===== src/rtl/tstat_pkg.sv =====
// Package: shared types and sizing helpers for the test-status pin block.
// Assumes thresholds and widths are at least 1.
package tstat_pkg;

    // Self-test record held between start and the next start or reset
    typedef enum logic [1:0] {
        BIST_CLEAN   = 2'd0,  // passed, or never run
        BIST_RUNNING = 2'd1,  // started, result pending
        BIST_FAILED  = 2'd2   // completed with a failure
    } bist_state_e;

    // Width of a counter that must hold values 0..n-1
    function automatic int unsigned cnt_width(input int unsigned n);
        return (n <= 2) ? 1 : $clog2(n);
    endfunction

endpackage


===== src/rtl/tstat_bist_tracker.sv =====
// Module: tracks the instruction-cache self-test and keeps its outcome.
// Start always wins; done only counts while a test is running.
// Assumes start/done are single-cycle strobes from the self-test engine.
module tstat_bist_tracker
    import tstat_pkg::*;
(
    input  logic        clk,
    input  logic        rst_n,
    input  logic        start_i,
    input  logic        done_i,
    input  logic        pass_i,
    output bist_state_e state_o,
    output logic        running_o,
    output logic        level_hi_o
);

    bist_state_e state_q;

    // Purpose: advance the self-test record on start and completion
    always_ff @(posedge clk) begin
        if (!rst_n) begin
            state_q <= BIST_CLEAN;
        end else if (start_i) begin
            state_q <= BIST_RUNNING;
        end else if (done_i && (state_q == BIST_RUNNING)) begin
            state_q <= pass_i ? BIST_CLEAN : BIST_FAILED;
        end
    end

    // Purpose: expose the record and the level it asks of the pin
    always_comb begin
        state_o    = state_q;
        running_o  = (state_q == BIST_RUNNING);
        level_hi_o = (state_q != BIST_CLEAN);
    end

endmodule


===== src/rtl/tstat_retire_wdog.sv =====
// Module: counts consecutive cycles without an instruction retiring.
// Emits a one-cycle registered request once TIMEOUT_CYCLES idle edges have
// been seen, then restarts from zero. Retire or hold clears the count.
// Assumes TIMEOUT_CYCLES >= 2.
module tstat_retire_wdog
    import tstat_pkg::*;
#(
    parameter int unsigned TIMEOUT_CYCLES = 1_000_000_000
) (
    input  logic clk,
    input  logic rst_n,
    input  logic retire_i,
    input  logic hold_i,
    output logic timeout_o
);

    localparam int unsigned CW = cnt_width(TIMEOUT_CYCLES);
    localparam logic [CW-1:0] LAST = CW'(TIMEOUT_CYCLES - 1);

    logic [CW-1:0] idle_q;
    logic          fire_q;
    logic          at_last;

    // Purpose: detect the final idle edge before the threshold
    always_comb begin
        at_last = (idle_q == LAST);
    end

    // Purpose: idle counter with clear on retire, hold or expiry
    always_ff @(posedge clk) begin
        if (!rst_n || retire_i || hold_i) begin
            idle_q <= '0;
            fire_q <= 1'b0;
        end else if (at_last) begin
            idle_q <= '0;
            fire_q <= 1'b1;
        end else begin
            idle_q <= idle_q + 1'b1;
            fire_q <= 1'b0;
        end
    end

    assign timeout_o = fire_q;

endmodule


===== src/rtl/tstat_pulse_gen.sv =====
// Module: stretches a timeout strobe into a fixed-width high pulse.
// The pulse is visible in the cycle the strobe is high; a new strobe
// reloads the full width. Assumes the trigger is a registered strobe.
module tstat_pulse_gen
    import tstat_pkg::*;
#(
    parameter int unsigned PULSE_CYCLES = 256
) (
    input  logic clk,
    input  logic rst_n,
    input  logic trigger_i,
    output logic pulse_o
);

    localparam int unsigned PW = cnt_width(PULSE_CYCLES);

    generate
        if (PULSE_CYCLES <= 1) begin : g_single
            // Purpose: a width of one is the strobe itself
            assign pulse_o = trigger_i;
        end else begin : g_count
            localparam logic [PW-1:0] RELOAD = PW'(PULSE_CYCLES - 1);
            logic [PW-1:0] left_q;
            logic          tail_q;

            // Purpose: count down the cycles of the pulse after the strobe
            always_ff @(posedge clk) begin
                if (!rst_n) begin
                    left_q <= '0;
                    tail_q <= 1'b0;
                end else if (trigger_i) begin
                    left_q <= RELOAD;
                    tail_q <= 1'b1;
                end else if (left_q > 1) begin
                    left_q <= left_q - 1'b1;
                    tail_q <= 1'b1;
                end else begin
                    left_q <= '0;
                    tail_q <= 1'b0;
                end
            end

            assign pulse_o = trigger_i | tail_q;
        end
    endgenerate

endmodule


===== src/rtl/tstat_pin_ctrl.sv =====
// Module: test-status pin controller with the retire watchdog.
// Combines the self-test record and the timeout pulse onto one pin.
// Priority: reset, then the timeout pulse, then the self-test level.
// The pin is an open-drain style pair: enable only while driving high.
// Assumes all inputs are synchronous to clk.
module tstat_pin_ctrl
    import tstat_pkg::*;
#(
    parameter int unsigned TIMEOUT_CYCLES = 1_000_000_000,
    parameter int unsigned PULSE_CYCLES   = 256
) (
    input  logic clk,
    input  logic rst_n,
    input  logic bist_start_i,
    input  logic bist_done_i,
    input  logic bist_pass_i,
    input  logic retire_i,
    output logic stat_oe_o,
    output logic stat_lvl_o,
    output logic wdog_rst_req_o
);

    bist_state_e bist_state;
    logic        bist_running;
    logic        bist_hi;
    logic        wdog_fire;
    logic        pulse_on;
    logic        wdog_hold;
    logic        pin_level;

    tstat_bist_tracker u_bist (
        .clk        (clk),
        .rst_n      (rst_n),
        .start_i    (bist_start_i),
        .done_i     (bist_done_i),
        .pass_i     (bist_pass_i),
        .state_o    (bist_state),
        .running_o  (bist_running),
        .level_hi_o (bist_hi)
    );

    // Purpose: freeze the watchdog while a self-test runs or begins
    assign wdog_hold = bist_running | bist_start_i;

    tstat_retire_wdog #(
        .TIMEOUT_CYCLES (TIMEOUT_CYCLES)
    ) u_wdog (
        .clk       (clk),
        .rst_n     (rst_n),
        .retire_i  (retire_i),
        .hold_i    (wdog_hold),
        .timeout_o (wdog_fire)
    );

    tstat_pulse_gen #(
        .PULSE_CYCLES (PULSE_CYCLES)
    ) u_pulse (
        .clk       (clk),
        .rst_n     (rst_n),
        .trigger_i (wdog_fire),
        .pulse_o   (pulse_on)
    );

    // Purpose: prioritised pin level selection
    always_comb begin
        if (!rst_n)        pin_level = 1'b0;
        else if (pulse_on) pin_level = 1'b1;
        else               pin_level = bist_hi;
    end

    // Purpose: drive the open-drain style pair and the reset request
    always_comb begin
        stat_lvl_o     = pin_level;
        stat_oe_o      = pin_level;
        wdog_rst_req_o = rst_n & wdog_fire;
    end

endmodule


===== config.mk =====
export PLATFORM = sky130hd
export DESIGN_NAME = tstat_pin_ctrl
export DESIGN_NICKNAME = d
export VERILOG_FILES = /design/src/rtl/tstat_pkg.sv /design/src/rtl/tstat_bist_tracker.sv /design/src/rtl/tstat_retire_wdog.sv /design/src/rtl/tstat_pulse_gen.sv /design/src/rtl/tstat_pin_ctrl.sv
export SDC_FILE = /design/constraint.sdc
export NUM_CORES = 1
export LEC_CHECK = 0
export BUFFER_PORTS_ARGS = -buffer_cell sky130_fd_sc_hd__buf_2
export CORE_MARGIN = 3
export CORE_UTILIZATION = 25
export DETAILED_ROUTE_END_ITERATION = 7
export HOLD_SLACK_MARGIN = 0.03
export PLACE_DENSITY = 0.43
export SLEW_MARGIN = 30
export SYNTH_ARGS = -nofsm -noshare
export SYNTH_HDL_FRONTEND = slang
export SYNTH_SLANG_ARGS = --single-unit

===== constraint.sdc =====
create_clock -name clk -period 3.3 [get_ports clk]
set_input_delay 0.165 -clock clk [delete_from_list [all_inputs] [get_ports clk]]
set_output_delay 0.165 -clock clk [all_outputs]
set_load 0.02 [all_outputs]

==> qor.csv, run 1 <==
metric,value,unit
yosysMostFrequentCell,dfxtp_1,
die_w,92.6,microns
fin_tns_setup,0,ns
cts_buffers,5,
synth_cells,214,
holdCritPathClass,in -> reg,
rows,30,
fin_nets,233,
wl_met3,124,microns
yosysWarningCount,0,
gp_routability_congestion,0.693,
drv_slew,0,
cp-start-kind,register,
sequentialPowerShare,0.512,
post-cts-setup-buffers,0,
root_buffer,clkbuf_8,
cts_sinks,42,
cts_buffer_depth,2,
cts_tree,done,
netlist_area,1870,sq um
fin_skew,0.00870,ns
regToRegSetupSlack,1.35,ns
finalSetupViolations,0,
ys_types,30,
post-route-util,0.297,
seq_area_frac_synth,0.449,
syn_nets,223,
wirelength_met1,1.82,mm
io_buffers,8,
io_pins,9,
power_switching,0.355,mW
clkTransAtPathRegs,0.09,ns
drt_iter0_markers,58,
min_path_cells,2,
via_per_inst,4.36,
peakVddDrop,0.000155,V
r2r_start,u_wdog.idle_q[7],
synthTopCellsByCount,"42 x dfxtp_1, 40 x nor2_1, 25 x xor2_1, 17 x nand2_1",
path_max_fanout,16,
min_to,u_bist.state_o[0],
tightest_slew,0.961,ns
min-delay-start,bist_start_i,
period_minus_slack,1.95,ns
reg2reg_depth,5,
pwr-share-comb,0.188,
clock_latency,0.30,ns
timing.rr.end,u_wdog.idle_q[25],
max_freq,512,MHz
async_flop_share,0,
die_h,92.6,microns
p_int,0.818,mW
wl,3.53,mm
synth_top_area_frac,0.449,
syn_avg_cell_area,8.75,sq um
initial_core_util,0.267,
grt_pass1_wl,6.18,mm
yosys_register_bits,42,
layout-drive-gt1-share,0.0933,
synth-edff-count,0,
die_area,8570,sq um
min_period_over_period,0.592,
top_layer,met4,
cts_resized,0,
dp_hpwl,2.35,mm
area_growth,11.3,%
synth_ff_type,dfxtp_1,
path_class,reg -> reg,
synth.largest_area_cell,dfxtp_1,
ant_nets,0,
cp.required,3.48,ns
wl_met2,1.52,mm
clockPowerShare,0.300,
gr-total-overflow,0,
endpoint_kind,register,
wire_per_inst,11.0,microns
grt_usage,0.0907,
h-tree-depth,2,
post-route-drc-count,0,
p_leak,0.723,nW
grt_pass1_vias,1295,
rsz0062_at_grt,false,
ctsHoldBuffers,0,
antenna_found_initial,0,
antennaDiodeCount,0,
cp_data_arrival_time,2.14,ns
p_per_area,563,nW/um^2
hold_viol,0,
p_sw_frac,0.303,
status,completed,
synth_area_leaders,"dfxtp_1 45%, xor2_1 12%, nor2_1 8.0%",
maxCapViolCount,0,
grt_max_degree,27,
dr.pass1.iters,4,
max_slew_margin,0.356,
fp.coreArea,7020,sq um
vias,1398,
logic make-up (layout without fill, tap and decap cells):
| logic type | after synthesis | in the layout | synth area share |
|---|---|---|---|
| DFF | 42 | 42 | 0.449 |
| adders and majority gates | 3 | 3 | 0.0200 |
| xor gates and xnor gates | 34 | 34 | 0.159 |
| buffers and inverters | 14 | 25 | 0.0468 |
| and+or+nand+nor | 107 | 107 | 0.276 |
| AOI/OAI and AO/OA | 14 | 14 | 0.0494 |
cell usage in the layout, fill, tap and decap left out, types with 5 or more instances in the layout:
cell type	Yosys	routed
and3_1	8	8
buf_2	1	8
clkbuf_8	0	5
dfxtp_1	42	42
inv_1	6	6
nand2_1	17	17
nand3_1	13	13
nand4_1	13	13
nor2_1	40	40
nor3_1	5	5
o21ai_0	8	8
xnor2_1	9	9
xor2_1	25	25
per-stage QoR:
stage	instances	instance area (sq um)	worst slack [ns]	power [mW]	hold WS (ns)
after floorplan	214	1870	1.65	0.795	0.283
after global placement	313	1990	1.35	0.836	0.394
after detailed placement	313	1990	1.34	0.835	0.394
after CTS	321	2080	1.33	1.19	0.0792
after global routing	321	2080	1.15	1.25	0.0875
final	321	2080	1.35	1.17	0.0853
how the worst max path moves through the flow:
stage               slack (ns)              start                end  depth (start not counted)
CTS                       1.33   u_wdog.idle_q[7]  u_wdog.idle_q[25]                          5
finish                    1.35   u_wdog.idle_q[7]  u_wdog.idle_q[25]                          5
global route              1.15   u_wdog.idle_q[7]  u_wdog.idle_q[25]                          5
detailed placement        1.34   u_wdog.idle_q[7]  u_wdog.idle_q[25]                          5
floorplan                 1.65  u_wdog.idle_q[12]  u_wdog.idle_q[21]                          7
global placement          1.35   u_wdog.idle_q[7]  u_wdog.idle_q[25]                          5
state kept, by name (all words and copies together), names as in the netlist:
| register | cells |
|---|---|
| u_bist.state_o | 2 |
| u_pulse.g_count.left_q | 8 |
| u_pulse.g_count.tail_q | 1 |
| u_wdog.timeout_o | 1 |
| u_wdog.idle_q | 30 |
worst max-delay path, stage by stage, from the launching register on:
cell     delay (ns)
dfxtp_1        0.40
nand3_1        0.15
nor3_2         0.82
nand4_1        0.23
xor2_1         0.19
nor2_1         0.05
per-layer routing:
metal  global-route usage  up-vias
li1                     -      739
met4               0.0408        0
met1                0.122      638
met3               0.0276        6
met5                    0        -
met2                0.133       15
power by group through the flow:
stage / clock, mW / combinational (mW) / sequential (mW)
after detailed placement: 0 / 0.221 / 0.613
after global routing: 0.384 / 0.252 / 0.610
after CTS: 0.366 / 0.224 / 0.601
after global placement: 0 / 0.223 / 0.614
final: 0.352 / 0.220 / 0.600
after floorplan: 0 / 0.192 / 0.603
cell type report:
cell class                 count  area [sq um]
fill                         766          4930
clock buffer                   5          68.8
sequential                    42           841
timing repair buffer          11          62.6
multi-input combinational    158           945
clock inverter                 3          25.0
inverter                       6          22.5
tap                           96           120
Power figures use the tool's default switching activity.
==> run 2: changes to the inputs <==
- clock period: 3.3 -> 1.9 ns (I/O delays scaled with it)
==> run 2 against run 1 <==
Via count up 1.9%. Power up 74%. Flip-flop and latch count unchanged. Non-clock buffer count up 9. Wire length up 4.2%. Largest cell class unchanged. Clock-buffer cell count unchanged. Die area unchanged. Global-route usage up 0.79 points. Largest power group unchanged. Maximum frequency up 10%.
==> qor.csv, run 2 (same netlist as run 1, synthesis figures left out) <==
metric,value,unit,change
worst-path-stages,6,,+1
cts_buffer_depth,2,,unchanged
io_buffers,8,,unchanged
p_leak,0.766,nW,+6.0%
cp.required,2.09,ns,-1.39 ns
peakVddDrop,0.000235,V,+52%
min_period_over_period,0.932,,+0.340
top_usage_layer,met2,,
layout_commonest_cell,dfxtp_1,,
vias,1424,,+1.9%
max_stage_delay,0.52,ns,-0.30 ns
period_minus_slack,1.77,ns,-0.183 ns
finalSetupViolations,0,,unchanged
reg2reg_depth,6,,+1
gr-total-overflow,0,,unchanged
setup.worst_path.end,u_wdog.idle_q[5],,
endpoint_kind,register,,
tightest_slew,0.361,ns,-0.601 ns
die_w,92.6,microns,unchanged
via_per_inst,4.32,,-0.92%
timing.hold.ws,0.0719,ns,-0.0133 ns
ctsHoldBuffers,1,,+1
h-tree-depth,2,,unchanged
cts_tree,done,,
dp_hpwl,2.57,mm,+9.4%
ant_nets,0,,unchanged
root_buffer,clkbuf_8,,
antenna_found_initial,0,,unchanged
clkTransAtPathRegs,0.08,ns,about the same
grt_util_met3,0.0284,,+0.000812
gp_routability_congestion,0.693,,about the same
min-delay-start,rst_n,,
die_h,92.6,microns,unchanged
max_freq,565,MHz,+10%
cts_resized,0,,unchanged
initial_core_util,0.267,,unchanged
post-cts-setup-buffers,0,,unchanged
cp_top_family,simple AND/OR/NAND/NOR gates,,
layout_common_cells,"42 x dfxtp_1, 40 x nor2_1, 25 x xor2_1",,
wl,3.68,mm,+4.2%
p_per_area,951,nW/um^2,+69%
drv_slew,0,,unchanged
r2r_start,u_wdog.idle_q[12],,
holdCritPathClass,in -> reg,,
cts_sinks,42,,unchanged
dr.pass1.iters,4,,unchanged
regMostFlops,u_wdog.idle_q,,
die_area,8570,sq um,unchanged
timing.rr.end,u_wdog.idle_q[5],,
grt_pass1_vias,1441,,+11%
io_pins,9,,unchanged
regToRegSetupSlack,0.13,ns,-1.22 ns
wire_per_inst,11.2,microns,+1.4%
met2_usage,0.153,,+0.0199
slowest_stage,or4b_1,,
path_class,reg -> reg,,
grtUsageMet1,0.128,,+0.00617
maxCapViolCount,0,,unchanged
cp_data_arrival_time,1.96,ns,-0.18 ns
grt_max_degree,17,,-37%
area_growth,14.8,%,
rsz0062_at_grt,false,,
layout-drive-gt1-share,0.124,,+0.0306
largest_reg_flops,30,,unchanged
status,completed,,
antennaDiodeCount,0,,unchanged
fp.coreArea,7020,sq um,unchanged
timing.critical_path.from,u_wdog.idle_q[12],,
clock_latency,0.30,ns,about the same
fin_nets,242,,+3.9%
fin_tns_setup,0,ns,unchanged
fin_skew,0.00593,ns,-0.00277 ns
max_slew_margin,0.756,,+0.401
rows,30,,unchanged
crit_path_cell_trace,or4b_1 > nor4_1 > nand4_1 > nand2b_1 > buf_4 > nor2_1,,
path_max_fanout,10,,-6
cts_buffers,5,,unchanged
drt_iter0_markers,67,,+16%
path_buf_inv,1,,+1
cp-start-kind,register,,
post-route-drc-count,0,,unchanged
grt_usage,0.0986,,+0.00790
grt_pass1_wl,6.78,mm,+9.6%
hold_viol,0,,unchanged
-- run 2: power breakdown --
part           switching [mW]  leakage, nW  internal [mW]
Combinational           0.203        0.382          0.215
Sequential             0.0719        0.341          0.969
Clock                   0.328       0.0441          0.258
-- run 2: final cells by class --
| type | instances | area [sq um] |
|---|---|---|
| fill | 780 | 4870 |
| inverter | 6 | 22.5 |
| tap | 96 | 120 |
| multi-input combinational | 158 | 945 |
| sequential | 42 | 841 |
| clock buffer | 5 | 68.8 |
| timing repair buffer | 20 | 133 |
| clock inverter | 3 | 21.3 |
-- run 2: worst min path at each step --
stage / endpoint / slack [ns] / cells past startpoint
floorplan: u_bist.state_o[0] / 0.21 / 1
global placement: u_bist.state_o[0] / 0.33 / 2
detailed placement: u_bist.state_o[0] / 0.33 / 2
CTS: u_bist.state_o[1] / 0.06 / 3
global route: u_bist.state_o[0] / 0.08 / 2
finish: u_bist.state_o[0] / 0.07 / 2
-- run 2: layer usage --
metal	vias up	wire [microns]
li1	758	-
met1	642	1950
met2	17	1520
met3	7	145
met4	0	62
met5	-	0
-- run 2: metrics by stage --
step / area, sq um / utilization / std cells / setup WS (ns) / total power [mW]
after CTS: 2150 / 0.306 / 330 / 0.113 / 2.09
after floorplan: 1870 / - / 214 / 0.246 / 1.38
after detailed placement: 2050 / 0.292 / 321 / 0.137 / 1.48
after global placement: 2050 / 0.292 / 321 / 0.208 / 1.48
final: 2150 / 0.306 / 330 / 0.129 / 2.05
after global routing: 2150 / 0.306 / 330 / 0.0342 / 2.19
==> run 3: changes to the inputs <==
- ABC_AREA: not set -> 1
- MAX_ROUTING_LAYER: not set -> met4
==> run 3 against run 2 <==
Clock skew increased by 0.0017 ns. Wire length increased by 47%. Combinational power decreased by 12%. Sequential power decreased by 5%. Clock power increased by 47%. Register-to-register slack improved by 0.11 ns. Die area increased by 21%. Largest cell class unchanged. Highest routed layer unchanged.
==> qor.csv, run 3 <==
metric,value,unit,change
cp-start-kind,register,,
cts_tree,done,,
path_max_fanout,16,,+6
cp.required,2.09,ns,about the same
h-tree-depth,2,,unchanged
antennaDiodeCount,0,,unchanged
peakVddDrop,0.000447,V,+90%
via_per_inst,4.22,,-2.1%
hold_viol,0,,unchanged
wl,5.42,mm,+47%
synth_area_leaders,"dfxtp_1 37%, nand2_1 16%, nor2_1 13%",,
status,completed,,
min_period_over_period,0.874,,-0.0586
endpoint_kind,register,,
syn_avg_cell_area,6.63,sq um,-24%
dp_hpwl,4.27,mm,+66%
total_power,2.22,mW,+8.5%
root_buffer,clkbuf_8,,
multi_input_area,1270,sq um,+34%
async_flop_share,0,,unchanged
post-route-drc-count,0,,unchanged
io_buffers,8,,unchanged
vias,1985,,+39%
regArea,841,sq um,unchanged
yosysWarningCount,0,,unchanged
grt_pass1_wl,9.01,mm,+33%
p_leak,0.860,nW,+12%
timing.hold.ws,0.0578,ns,-0.0141 ns
syn_nets,356,,+60%
design_area,2600,sq um,+21%
max_slew_margin,0.641,,-0.116
seq_area_frac_synth,0.366,,-0.0833
grtUsageMet1,0.155,,+0.0274
gp_routability_congestion,0.863,,+24%
fill_cells,978,,+25%
maxCapViolCount,0,,unchanged
post-cts-setup-buffers,0,,unchanged
path_class,reg -> reg,,
fin_skew,0.00758,ns,+0.00165 ns
drt_iter0_markers,87,,+30%
drv_slew,0,,unchanged
cts_buffer_depth,2,,unchanged
fin_nets,370,,+53%
synth.largest_area_cell,dfxtp_1,,
fp.coreArea,8850,sq um,+26%
yosysMostFrequentCell,nand2_1,,
synth_cells,347,,+62%
clkTransAtPathRegs,0.09,ns,about the same
synth_ff_type,dfxtp_1,,
largest_reg_flops,30,,unchanged
synthTopCellsByCount,"97 x nand2_1, 78 x nor2_1, 42 x dfxtp_1, 38 x inv_1, 17 x nand3_1",,
met2_usage,0.173,,+0.0197
period_minus_slack,1.66,ns,-0.111 ns
ys_types,23,,-23%
synth_top_area_frac,0.366,,-0.0833
yosys_register_bits,42,,unchanged
ant_nets,0,,unchanged
finalSetupViolations,0,,unchanged
antenna_found_initial,0,,unchanged
grt_util_met3,0.0205,,-0.00795
grt_pass1_vias,1833,,+27%
synth-edff-count,0,,unchanged
rows,34,,+13%
regMostFlops,u_wdog.idle_q,,
netlist_area,2300,sq um,+23%
area_growth,12.9,%,
layout-drive-gt1-share,0.113,,-0.0107
layout_common_cells,"97 x nand2_1, 78 x nor2_1, 42 x dfxtp_1",,
io_pins,9,,unchanged
cts_sinks,42,,unchanged
top_usage_layer,met2,,
post-route-util,0.293,,-0.0130
die_area,10400,sq um,+21%
wire_per_inst,11.5,microns,+3.4%
layout_commonest_cell,nand2_1,,
rsz0062_at_grt,false,,
grt_max_degree,17,,unchanged
max_freq,602,MHz,+6.7%
clock_latency,0.30,ns,about the same
placed_area,2450,sq um,+19%
gr-total-overflow,0,,unchanged
initial_core_util,0.260,,-0.00695
p_per_area,855,nW/um^2,-10%
tightest_slew,0.535,ns,+0.175 ns
fin_tns_setup,0,ns,unchanged
cp_data_arrival_time,1.85,ns,-0.11 ns
die_h,102,microns,+10%
dr.pass1.iters,6,,+2
grt_usage,0.114,,+0.0157
holdCritPathClass,in -> reg,,
cts_buffers,5,,unchanged
die_w,102,microns,+10%
run 3: changes by cell type in the layout (fill, tap and decap cells not counted), moves of 9 or more:
cell,previous run,this run
nand2_1,17,97
buf_4,11,2
nor2_1,40,78
a21oi_1,1,13
nand4_1,13,2
inv_1,6,38
xor2_1,25,11
run 3: cell type report:
cell class | instances | share of cell area
Clock buffer | 5 | 0.0265
Timing Repair Buffer | 11 | 0.0251
Clock inverter | 3 | 0.0265
Sequential cell | 42 | 0.324
Multi-Input combinational cell | 262 | 0.489
Inverter | 39 | 0.0569
Tap cell | 108 | 0.0520
run 3: cell families after synthesis:
kind of cell / Yosys count / synth area share
xor gates and xnor gates: 16 / 0.0609
AOI/OAI and AO/OA: 28 / 0.0691
adders and majority gates: 3 / 0.0163
buffers and inverters: 43 / 0.0822
DFF: 42 / 0.366
and+or+nand+nor: 215 / 0.406
run 3: stage by stage:
step	setup WS [ns]	std cells
finish	0.240	470
global route	0.109	470
CTS	0.234	470
detailed placement	0.261	461
global placement	0.286	461
floorplan	0.466	347
run 3: worst max-delay path, stage by stage (launching register included):
cell and delay, ns:
dfxtp_1 0.42, ha_1 0.29, nand3_4 0.13, clkinv_2 0.10
nand2_4 0.06, nor2_1 0.10, nand2_1 0.07, nand2_2 0.07
buf_4 0.24, nor2_1 0.07
run 3: worst paths after layout:
check	start	end	slack [ns]	cells past startpoint
setup / recovery	u_wdog.idle_q[0]	u_wdog.idle_q[15]	0.24	9
hold / removal	retire_i	u_wdog.timeout_o	0.06	4
setup reg to reg	u_wdog.idle_q[0]	u_wdog.idle_q[15]	0.24	9
hold reg to reg	u_wdog.idle_q[0]	u_wdog.idle_q[0]	0.50	1
run 3: where the power goes:
group          internal, mW  switching [mW]  leakage (nW)
Sequential            0.950          0.0421         0.341
Clock                 0.527           0.332        0.0683
Combinational         0.143           0.225         0.451
run 3: metal layers:
layer | vias to the layer above | wire length, microns
li1 | 1092 | -
met1 | 875 | 2900
met4 | 0 | 68
met3 | 5 | 78
met2 | 13 | 2370
met5 | - | 0
run 3: timing repair:
item | in CTS | in global routing
hold buffers | 1 | 0
endpoints found under the hold margin | 1 | 0
gates resized for setup | 0 | 0
